**src/rtl/dma_pkg.sv**
```systemverilog
package dma_pkg;

  typedef enum logic [1:0] {
    XM_SINGLE   = 2'd0,
    XM_BURST    = 2'd1,
    XM_BULK     = 2'd2,
    XM_BULK_ALT = 2'd3
  } xfer_mode_e;

  typedef enum logic [2:0] {
    ST_IDLE = 3'd0,
    ST_REQ  = 3'd1,
    ST_RD   = 3'd2,
    ST_WR   = 3'd3,
    ST_REL  = 3'd4
  } bus_state_e;

  localparam logic [1:0] OFS_CMD = 2'd0;
  localparam logic [1:0] OFS_CNT = 2'd1;
  localparam logic [1:0] OFS_MEM = 2'd2;
  localparam logic [1:0] OFS_IO  = 2'd3;

  localparam int CMD_START   = 0;
  localparam int CMD_DIR     = 1;
  localparam int CMD_MODE_LO = 2;
  localparam int CMD_IRQ_CLR = 4;
  localparam int CMD_BITS    = 5;

endpackage

```
**src/rtl/dma_cmd_regs.sv**
```systemverilog
module dma_cmd_regs
  import dma_pkg::*;
(
  input  logic                clk,
  input  logic                rst_n,
  input  logic                cfg_we,
  input  logic [1:0]          cfg_addr,
  input  logic [CMD_BITS-1:0] cmd_bits,
  input  logic                done,
  output logic                armed,
  output logic                dir_m2io,
  output xfer_mode_e          mode,
  output logic                irq
);

  logic       cmd_wr;
  logic       arm_set;
  logic       irq_clr;
  logic       armed_d;
  logic       irq_d;

  assign cmd_wr  = cfg_we && (cfg_addr == OFS_CMD);
  assign arm_set = cmd_wr && !armed && cmd_bits[CMD_START];
  assign irq_clr = cmd_wr && cmd_bits[CMD_IRQ_CLR];

  always_comb begin
    armed_d = armed;
    if (done)
      armed_d = 1'b0;
    else if (arm_set)
      armed_d = 1'b1;
  end

  // completion wins over a clear in the same cycle
  always_comb begin
    irq_d = irq;
    if (done)
      irq_d = 1'b1;
    else if (irq_clr)
      irq_d = 1'b0;
  end

  always_ff @(posedge clk or negedge rst_n) begin
    if (!rst_n) begin
      armed <= 1'b0;
      irq   <= 1'b0;
    end else begin
      armed <= armed_d;
      irq   <= irq_d;
    end
  end

  always_ff @(posedge clk or negedge rst_n) begin
    if (!rst_n) begin
      dir_m2io <= 1'b0;
      mode     <= XM_SINGLE;
    end else if (arm_set) begin
      dir_m2io <= cmd_bits[CMD_DIR];
      mode     <= xfer_mode_e'(cmd_bits[CMD_MODE_LO +: 2]);
    end
  end

endmodule

```
**src/rtl/dma_addr_cnt.sv**
```systemverilog
module dma_addr_cnt
  import dma_pkg::*;
#(
  parameter int ADDR_W = 16,
  parameter int CNT_W  = 16,
  parameter int REG_W  = 16
) (
  input  logic              clk,
  input  logic              rst_n,
  input  logic              cfg_we,
  input  logic [1:0]        cfg_addr,
  input  logic [REG_W-1:0]  cfg_wdata,
  input  logic              armed,
  input  logic              step,
  output logic [ADDR_W-1:0] mem_addr,
  output logic [ADDR_W-1:0] io_addr,
  output logic              cnt_zero,
  output logic              cnt_last
);

  logic [CNT_W-1:0]  count;
  logic [CNT_W-1:0]  count_d;
  logic [ADDR_W-1:0] mem_d;
  logic [ADDR_W-1:0] io_d;
  logic              ld_cnt;
  logic              ld_mem;
  logic              ld_io;

  assign ld_cnt = cfg_we && !armed && (cfg_addr == OFS_CNT);
  assign ld_mem = cfg_we && !armed && (cfg_addr == OFS_MEM);
  assign ld_io  = cfg_we && !armed && (cfg_addr == OFS_IO);

  always_comb begin
    count_d = count;
    mem_d   = mem_addr;
    io_d    = io_addr;
    if (ld_cnt)
      count_d = cfg_wdata[CNT_W-1:0];
    else if (step)
      count_d = count - 1'b1;
    if (ld_mem)
      mem_d = cfg_wdata[ADDR_W-1:0];
    else if (step)
      mem_d = mem_addr + 1'b1;
    if (ld_io)
      io_d = cfg_wdata[ADDR_W-1:0];
  end

  always_ff @(posedge clk or negedge rst_n) begin
    if (!rst_n) begin
      count    <= '0;
      mem_addr <= '0;
      io_addr  <= '0;
    end else begin
      count    <= count_d;
      mem_addr <= mem_d;
      io_addr  <= io_d;
    end
  end

  assign cnt_zero = (count == '0);
  assign cnt_last = (count == CNT_W'(1));

endmodule

```
**src/rtl/dma_bus_fsm.sv**
```systemverilog
module dma_bus_fsm
  import dma_pkg::*;
#(
  parameter int BURST_LEN = 16
) (
  input  logic       clk,
  input  logic       rst_n,
  input  logic       armed,
  input  xfer_mode_e mode,
  input  logic       cnt_zero,
  input  logic       cnt_last,
  input  logic       dev_req,
  input  logic       hold_ack,
  output logic       hold_req,
  output logic       rd_cyc,
  output logic       wr_cyc,
  output logic       step,
  output logic       done
);

  localparam int BC_W = (BURST_LEN > 1) ? $clog2(BURST_LEN) : 1;
  localparam logic [BC_W-1:0] BC_LAST = BC_W'(BURST_LEN - 1);

  bus_state_e      state_q;
  bus_state_e      state_d;
  logic [BC_W-1:0] bcnt_q;
  logic [BC_W-1:0] bcnt_d;

  always_comb begin
    state_d = state_q;
    bcnt_d  = bcnt_q;
    step    = 1'b0;
    done    = 1'b0;
    case (state_q)
      ST_IDLE: begin
        bcnt_d = '0;
        if (armed) begin
          if (cnt_zero)
            done = 1'b1;
          else if (dev_req)
            state_d = ST_REQ;
        end
      end
      ST_REQ: begin
        if (hold_ack)
          state_d = ST_RD;
      end
      ST_RD: begin
        state_d = ST_WR;
      end
      ST_WR: begin
        step   = 1'b1;
        bcnt_d = bcnt_q + 1'b1;
        if (cnt_last) begin
          done    = 1'b1;
          state_d = ST_REL;
        end else begin
          case (mode)
            XM_SINGLE: state_d = ST_REL;
            XM_BURST:  state_d = (bcnt_q == BC_LAST) ? ST_REL : ST_RD;
            default:   state_d = ST_RD;
          endcase
        end
      end
      ST_REL: begin
        bcnt_d = '0;
        if (!hold_ack)
          state_d = ST_IDLE;
      end
      default: begin
        state_d = ST_IDLE;
        bcnt_d  = '0;
      end
    endcase
  end

  always_ff @(posedge clk or negedge rst_n) begin
    if (!rst_n) begin
      state_q <= ST_IDLE;
      bcnt_q  <= '0;
    end else begin
      state_q <= state_d;
      bcnt_q  <= bcnt_d;
    end
  end

  assign hold_req = (state_q == ST_REQ) || (state_q == ST_RD) || (state_q == ST_WR);
  assign rd_cyc   = (state_q == ST_RD);
  assign wr_cyc   = (state_q == ST_WR);

endmodule

```
**src/rtl/dma_ctl.sv**
```systemverilog
module dma_ctl
  import dma_pkg::*;
#(
  parameter int ADDR_W    = 16,
  parameter int CNT_W     = 16,
  parameter int DATA_W    = 8,
  parameter int BURST_LEN = 16,
  localparam int REG_W    = (ADDR_W > CNT_W) ? ADDR_W : CNT_W
) (
  input  logic              clk,
  input  logic              rst_n,
  input  logic              cfg_we,
  input  logic [1:0]        cfg_addr,
  input  logic [REG_W-1:0]  cfg_wdata,
  input  logic              dev_req,
  output logic              hold_req,
  input  logic              hold_ack,
  output logic [ADDR_W-1:0] bus_addr,
  output logic              bus_io,
  output logic              bus_rd,
  output logic              bus_wr,
  output logic [DATA_W-1:0] bus_wdata,
  input  logic [DATA_W-1:0] bus_rdata,
  output logic              irq
);

  logic              rst_s1;
  logic              rst_sync_n;
  logic              armed;
  logic              dir_m2io;
  xfer_mode_e        cur_mode;
  logic              fsm_done;
  logic              step;
  logic              rd_cyc;
  logic              wr_cyc;
  logic              cnt_zero;
  logic              cnt_last;
  logic [ADDR_W-1:0] mem_addr;
  logic [ADDR_W-1:0] io_addr;
  logic [DATA_W-1:0] byte_q;

  // asynchronous assert, synchronous release
  always_ff @(posedge clk or negedge rst_n) begin
    if (!rst_n) begin
      rst_s1     <= 1'b0;
      rst_sync_n <= 1'b0;
    end else begin
      rst_s1     <= 1'b1;
      rst_sync_n <= rst_s1;
    end
  end

  dma_cmd_regs u_regs (
    .clk      (clk),
    .rst_n    (rst_sync_n),
    .cfg_we   (cfg_we),
    .cfg_addr (cfg_addr),
    .cmd_bits (cfg_wdata[CMD_BITS-1:0]),
    .done     (fsm_done),
    .armed    (armed),
    .dir_m2io (dir_m2io),
    .mode     (cur_mode),
    .irq      (irq)
  );

  dma_addr_cnt #(
    .ADDR_W (ADDR_W),
    .CNT_W  (CNT_W),
    .REG_W  (REG_W)
  ) u_addr (
    .clk       (clk),
    .rst_n     (rst_sync_n),
    .cfg_we    (cfg_we),
    .cfg_addr  (cfg_addr),
    .cfg_wdata (cfg_wdata),
    .armed     (armed),
    .step      (step),
    .mem_addr  (mem_addr),
    .io_addr   (io_addr),
    .cnt_zero  (cnt_zero),
    .cnt_last  (cnt_last)
  );

  dma_bus_fsm #(
    .BURST_LEN (BURST_LEN)
  ) u_fsm (
    .clk      (clk),
    .rst_n    (rst_sync_n),
    .armed    (armed),
    .mode     (cur_mode),
    .cnt_zero (cnt_zero),
    .cnt_last (cnt_last),
    .dev_req  (dev_req),
    .hold_ack (hold_ack),
    .hold_req (hold_req),
    .rd_cyc   (rd_cyc),
    .wr_cyc   (wr_cyc),
    .step     (step),
    .done     (fsm_done)
  );

  // byte captured in the read cycle, replayed in the write cycle
  always_ff @(posedge clk or negedge rst_sync_n) begin
    if (!rst_sync_n)
      byte_q <= '0;
    else if (rd_cyc)
      byte_q <= bus_rdata;
  end

  always_comb begin
    bus_addr  = '0;
    bus_io    = 1'b0;
    bus_wdata = '0;
    if (rd_cyc) begin
      bus_addr = dir_m2io ? mem_addr : io_addr;
      bus_io   = !dir_m2io;
    end else if (wr_cyc) begin
      bus_addr  = dir_m2io ? io_addr : mem_addr;
      bus_io    = dir_m2io;
      bus_wdata = byte_q;
    end
  end

  assign bus_rd = rd_cyc;
  assign bus_wr = wr_cyc;

endmodule

```
**config.mk**
```make
export PLATFORM = sky130hd
export DESIGN_NAME = dma_ctl
export DESIGN_NICKNAME = d
export VERILOG_FILES = /design/src/rtl/dma_pkg.sv /design/src/rtl/dma_cmd_regs.sv /design/src/rtl/dma_addr_cnt.sv /design/src/rtl/dma_bus_fsm.sv /design/src/rtl/dma_ctl.sv
export SDC_FILE = /design/constraint.sdc
export NUM_CORES = 1
export LEC_CHECK = 0
export ABC_AREA = 1
export BUFFER_PORTS_ARGS = -buffer_cell sky130_fd_sc_hd__buf_2
export CAP_MARGIN = 10
export CORE_UTILIZATION = 60
export CTS_BUF_LIST = sky130_fd_sc_hd__clkbuf_8
export CTS_CLUSTER_SIZE = 8
export DETAILED_ROUTE_END_ITERATION = 8
export GPL_ROUTABILITY_DRIVEN = 0
export PLACE_DENSITY = 0.92
export SLEW_MARGIN = 5
export SYNTH_ARGS = -nofsm -noshare
export SYNTH_HDL_FRONTEND = slang
export SYNTH_SLANG_ARGS = --single-unit
```
**constraint.sdc**
```tcl
create_clock -name clk -period 2.5 [get_ports clk]
set_clock_uncertainty 0.05 [all_clocks]
set_input_delay 0.125 -clock clk [delete_from_list [all_inputs] [get_ports clk]]
set_output_delay 0.125 -clock clk [all_outputs]
set_load 0.005 [all_outputs]
```
=== Word-level counts from Yosys, hierarchy flattened ===
Cells that the tools add are included.

* Add/subtract/negate cells: 3
* Equality and inequality tests: 15
* Multiplexer cells: 31
* Reductions and logical operators: 22

{| class="wikitable"
|+ Operator list
! kind !! count
|-
| 16-bit 2-to-1 mux || 8
|-
| 3-bit 2-to-1 mux || 7
|-
| 16-bit by 1-bit adder with 16-bit output (second input constant) || 1
|-
| 16-bit by 1-bit == test with 1-bit output (second input constant) || 1
|-
| 16-bit logical NOT || 1
|-
| 8-bit 2-to-1 mux || 2
|-
| 16-bit by 1-bit subtractor with 16-bit output (second input constant) || 1
|-
| 3-bit one-hot mux with 5 select lines || 1
|-
| 1-bit 2-to-1 mux || 10
|-
| 2-bit != test (second input constant) || 5
|-
| 1-bit logical AND || 8
|-
| 4-bit one-hot mux with 2 select lines || 1
|-
| 2-bit nonzero test || 4
|-
| 3-bit by 2-bit == test with 1-bit output (second input constant) || 2
|-
| 3-bit one-hot mux with 2 select lines || 1
|-
| 5-bit AND reduction || 1
|-
| 4-bit by 1-bit adder with 4-bit output (second input constant) || 1
|-
| 2-bit by 1-bit == test with 1-bit output (second input constant) || 2
|-
| 2-bit == test (second input constant) || 2
|-
| 4-bit == test (second input constant) || 1
|-
| 2-bit logical NOT || 2
|-
| 3-bit by 1-bit == test with 1-bit output (second input constant) || 1
|-
| 3-bit == test (second input constant) || 1
|-
| 3-bit logical NOT || 1
|-
| other kinds (4) || 6
|}

* Flip-flop bits (word level): 70
* Bits of input ports: 31
* Output and inout port bits: 29

=== Longest topological paths before layout ===
* Depth after elaboration: 6
* Gate-level depth with buffers: 9
* Mapped depth without buffers: 9

=== Modules after synthesis ===
From an unflattened synthesis, not the netlist that was laid out.

* Cell total of the unflattened synthesis: 702
* Area total of the unflattened synthesis: 4712.0 um^2

{| class="wikitable"
|+ Modules (own cells, without submodules)
! module !! times used !! cells each !! area an instance (um^2) !! seq. area each (um^2)
|-
| dma_addr_cnt || 1 || 412 || 2936.6 || 1201.2
|-
| dma_ctl || 1 || 206 || 1127.3 || 250.2
|-
| dma_bus_fsm || 1 || 58 || 417.9 || 175.2
|-
| dma_cmd_regs || 1 || 26 || 230.2 || 125.1
|}

=== Worst setup path after synthesis ===
Ideal clock, no wire load.

* Path kind: flip-flop to flip-flop
* Start: register u_addr.count[0]
* End: register u_addr.count[12]
* Library setup time: 129 ps
* Arrival: 1196 ps
* Path slack: 1125 ps
* Cell stages (with the launch flop): 8
* Path buffers: 0
* Cell sequence: dfrtp_1 -> inv_1 -> ha_1 -> nand2_1 -> nor2_1 -> nand2_1 -> o21ai_0 -> nand3_1

* Longest elaborated chain between the ends: 3

{| class="wikitable"
|+ Ends and longest elaborated chain
! what !! line !! RTL
|-
| start, declared || dma_addr_cnt.sv:21 || <nowiki>logic [CNT_W-1:0] count;</nowiki>
|-
| start signal, assigned || dma_addr_cnt.sv:55 || <nowiki>count <= count_d;</nowiki>
|-
| 16-bit by 1-bit subtractor with 16-bit output || dma_addr_cnt.sv:40 || <nowiki>count_d = count - 1'b1;</nowiki>
|-
| 16-bit 2-to-1 mux || dma_addr_cnt.sv:39 || <nowiki>else if (step)</nowiki>
|-
| 16-bit 2-to-1 mux || dma_addr_cnt.sv:37 || <nowiki>if (ld_cnt)</nowiki>
|}

Every way passes these cells. The select of a mux whose other input is x is not followed.
A chain may end at the register's enable or synchronous reset.

=== Worst setup path in the final report ===
* Start: register u_regs.dir_m2io
* End: output bus_addr[10]

* Longest elaborated chain between the ends: 3

{| class="wikitable"
|+ Ends and longest elaborated chain
! what !! line !! RTL
|-
| start, declared || dma_cmd_regs.sv:11 || <nowiki>output logic dir_m2io,</nowiki>
|-
| start signal, assigned || dma_cmd_regs.sv:58 || <nowiki>dir_m2io <= cmd_bits[CMD_DIR];</nowiki>
|-
| 16-bit 2-to-1 mux || dma_ctl.sv:118 || <nowiki>bus_addr = dir_m2io ? io_addr : mem_addr;</nowiki>
|-
| 16-bit 2-to-1 mux || dma_ctl.sv:117 || <nowiki>end else if (wr_cyc) begin</nowiki>
|-
| 16-bit 2-to-1 mux * || dma_ctl.sv:114 || <nowiki>if (rd_cyc) begin</nowiki>
|-
| end, declared || dma_ctl.sv:18 || <nowiki>output logic [ADDR_W-1:0] bus_addr,</nowiki>
|}

Mark *: on every way between the ends. The rest lies on a longest branch, timed or not.

==> metrics.log <==
[metrics] path type of the worst setup path: reg2out
[metrics] fillers: between 500 and 600
[metrics] wire length of the first global-routing pass: ~20,000 um
[metrics] maximum count of clock buffers along a single path: 2
[metrics] Core Area: 0.006869 mm2
[metrics] startpoint class of the critical path: flop
[metrics] final routed wirelength across all metal layers: 12,160 um
[metrics] critical path required time: 2.33 ns
[metrics] CP Cell Sequence: inv_1 -> o21ai_0 -> a22o_1 -> buf_2
[metrics] routed length per instance: 15.87 um
[metrics] Max-Cap Viols: 0
[metrics] commonest non-fill, non-tap cell in the layout: nand2_1
[metrics] DR pass1 iterations: 8
[metrics] launch instance of the worst min-delay path: cfg_wdata[14]
[metrics] leading cell types in the layout, fill and taps excluded: nand2_1 (166), inv_1 (78), dfrtp_1 (69), o21ai_0 (66), buf_2 (59)
[metrics] CTS tree: yes
[metrics] final setup slack of the worst path: 0.3201 ns
[metrics] TritonCTS Sinks: 70
[metrics] row count: 30
[metrics] Netlist Area Pre-Place: 0.004317 mm2
[metrics] setup violation total in the final timing report: 0
[metrics] register-to-register path setup slack: 0.58 ns
[metrics] max-slew violation count: 0
[metrics] leading post-synthesis cells by cell area: dfrtp_1 (41%), nand2_1 (14%), o21ai_0 (7.7%)
[metrics] largest voltage drop on the vdd net: between 0.0004 and 0.0005 V
[metrics] half-perimeter wire length after placement: roughly 8400 um
[metrics] number of synthesized register bits: 70
[metrics] worst-case hold slack: ~0.011 ns
[metrics] measured slew at the worst slew-check pin: 0.8406 ns
[metrics] number of distinct library cells after synthesis: 37
[metrics] CTS H-tree depth: 3
[metrics] Critical Path AT: 2.00 ns
[metrics] endpoint class of the critical path: primary output
[metrics] worst-path fanout max: 32
[metrics] initial drt markers: 514
[metrics] total power consumption of the routed design: 0.005140 W
[metrics] GR Overflow Total: 0
[metrics] width of the die: 86.82 um
[metrics] die area: between 0.007 and 0.008 mm2
[metrics] share of final-layout standard cells stronger than drive strength 1: 14.63%
[metrics] mean post-synth cell area: 7.267 um2
[metrics] CTS Hold Buffers Added: 16
[metrics] path type of the worst min-delay path: in2reg
[metrics] number of nets at the end of the flow: 700
[metrics] proportion of netlist area held by the largest area contributor: 40.58%
[metrics] Clk Tree Root Cell: clkbuf_8
[metrics] starting utilization of the core area: 62.84%
[metrics] post_cts resized: 0
[metrics] Reg-to-Reg Start: u_fsm.state_q[2]$_DFFE_PN0P_
[metrics] setup TNS after final layout: 0 ns
[metrics] Buffers on Ports: 59
[metrics] total number of vias: 4,494
[metrics] headroom to the max-slew limit: 43.90%
[metrics] total clock buffers created by CTS: 9
[metrics] register area share after synthesis: 40.58%
[metrics] clock latency on the worst-skew pair: 0.36 ns
[metrics] number of nets in the synthesized netlist: between 600 and 700
[metrics] area delta synth->final: 15.86%
[metrics] period utilisation layout: 87.20%
[metrics] critical path's slowest cell: inv_1
[metrics] I/O pin count: 60
[metrics] Remaining DRCs: 0
[metrics] Die Ht: 86.82 um
[metrics] number of buffer and inverter stages on the critical path: 2
[metrics] Lkg Pwr: 2.522 nW
[metrics] number of global-route vias before repair: about 4,300
[metrics] Worst R2R Path Depth: 7
[metrics] Antenna Cells: 0
[metrics] Power Dens Cells: between 1000 and 1500 mW/mm2
[metrics] number of antenna violations at the first check in global routing: 0
[metrics] maximum clock frequency: roughly 0.46 GHz
[metrics] RSZ-0062 raised after global routing: no
[metrics] cell type contributing the most total cell area after synthesis: dfrtp_1
[metrics] final hold violation count: 0
[metrics] number of buffers added for setup after CTS: 0
[metrics] Clk pin slew, worst setup/hold paths: 0.07 ns
[metrics] endpoint of the most critical register-to-register path: u_addr.count[12]$_DFFE_PN0P_
[metrics] DP Area: about 0.0047 mm2
[metrics] worst-case hold path end point: u_addr.count[14]$_DFFE_PN0P_
[metrics] final worst path period need: 2.180 ns
[metrics] number of instances in the synthesized netlist: 594
[metrics] largest net degree at the start of global routing: 44
[metrics] critical path's top delay family: buffers and inverters
[metrics] drt via density: 5.867
[metrics] status: finished clean
[metrics] number of warning messages in the yosys log: 0
[metrics] global-route usage over all layers: 34.64%
[metrics] worst slack, placed: approximately 0.65 ns
[metrics] post-detailed-route count of antenna-violating nets: 0
[metrics] Final Instance Area: 0.005001 mm2
[metrics] count of cells along the worst hold path: 3
[metrics] largest incremental delay on the critical path: 0.62 ns
## synth_stat cells (all sizes together)
master,number
nor2,60
a32o,1
o21ai,70
inv,83
dfrtp,70
nor3,5
xnor2,2
a21oi,8
ha,4
nand3,38
nand3b,1
o221ai,4
o22ai,12
and2,1
mux2,3
a22o,17
xor2,10
o21bai,4
nand2,169
conb,1
nand4,6
or2,2
o211ai,4
buf,14
clkbuf,5
## layout make-up
class | instances | area [um2] | area share (%)
flip-flops and latches | 70 | 1753 | 35.05
repair buffers | 79 | 498.0 | 9.957
multi-input cells | 422 | 2126 | 42.51
clock buffers | 9 | 123.9 | 2.477
clock inverters | 7 | 66.31 | 1.326
well taps | 96 | 120.1 | 2.402
inverters | 83 | 314.1 | 6.280
## kinds of logic after synthesis
family / Yosys count / synth area share [%]
other: 1 / 0.08687
buffers and inverters: 102 / 10.17
muxes: 3 / 1.043
xor gates and xnor gates: 12 / 2.435
adders and majority gates: 4 / 1.159
AOI/OAI and AO/OA: 120 / 16.67
DFF: 70 / 40.58
and+or+nand+nor: 282 / 27.86
## metal layers
layer / wire length [um] / GRT usage (%) / vias up
met2: 5755 / 57.34 / 297
met1: 4570 / 41.24 / 2072
met5: 0 / 0 / -
li1: - / - / 2060
met3: 1144 / 6.286 / 65
met4: 690 / 23.18 / 0
## power by group
part           total [W]  switching [W]  internal, W  leakage, nW
sequential       0.00195       0.000407      0.00154        0.906
combinational    0.00229        0.00146     0.000829         1.52
clock           0.000898       0.000446     0.000453       0.0924
## how the worst max path moves through the flow
stage | startpoint | to | slack [ns] | cells after the start
floorplan | rst_sync_n$_DFF_PN0_ | byte_q[0]$_DFFE_PN0P_ | 0.36 | 0
global placement | u_fsm.state_q[2]$_DFFE_PN0P_ | u_addr.mem_addr[8]$_DFFE_PN0P_ | 0.77 | 7
detailed placement | u_fsm.state_q[2]$_DFFE_PN0P_ | u_addr.count[12]$_DFFE_PN0P_ | 0.65 | 7
CTS | u_fsm.state_q[2]$_DFFE_PN0P_ | bus_rd | 0.35 | 5
global route | u_regs.dir_m2io$_DFFE_PN0P_ | bus_addr[10] | 0.16 | 4
finish | u_regs.dir_m2io$_DFFE_PN0P_ | bus_addr[10] | 0.32 | 4
## registers in the layout, summed over array words and instances (netlist names)
signal and cells:
u_fsm.state_q 3, byte_q 8, u_regs.mode 2, u_regs.armed 1
u_addr.io_addr 16, u_addr.count 16, rst_s1 1, u_regs.irq 1
u_fsm.bcnt_q 4, u_addr.mem_addr 16, rst_sync_n 1, u_regs.dir_m2io 1
## stage by stage
| step | utilization [%] | cells |
|---|---|---|
| 6_report | 72.81 | 766 |
| 5_1_grt | 72.81 | 766 |
| 3_3_place_gp | 67.70 | 734 |
| 3_5_place_dp | 67.70 | 734 |
| 4_1_cts | 72.81 | 766 |
| 2_1_floorplan | - | 594 |
## worst min-delay path, cell delays in order
cell	delay, ns
buf_2	0.12
nand2_1	0.07
nand3_1	0.08
(Power assumes the default switching activity.)
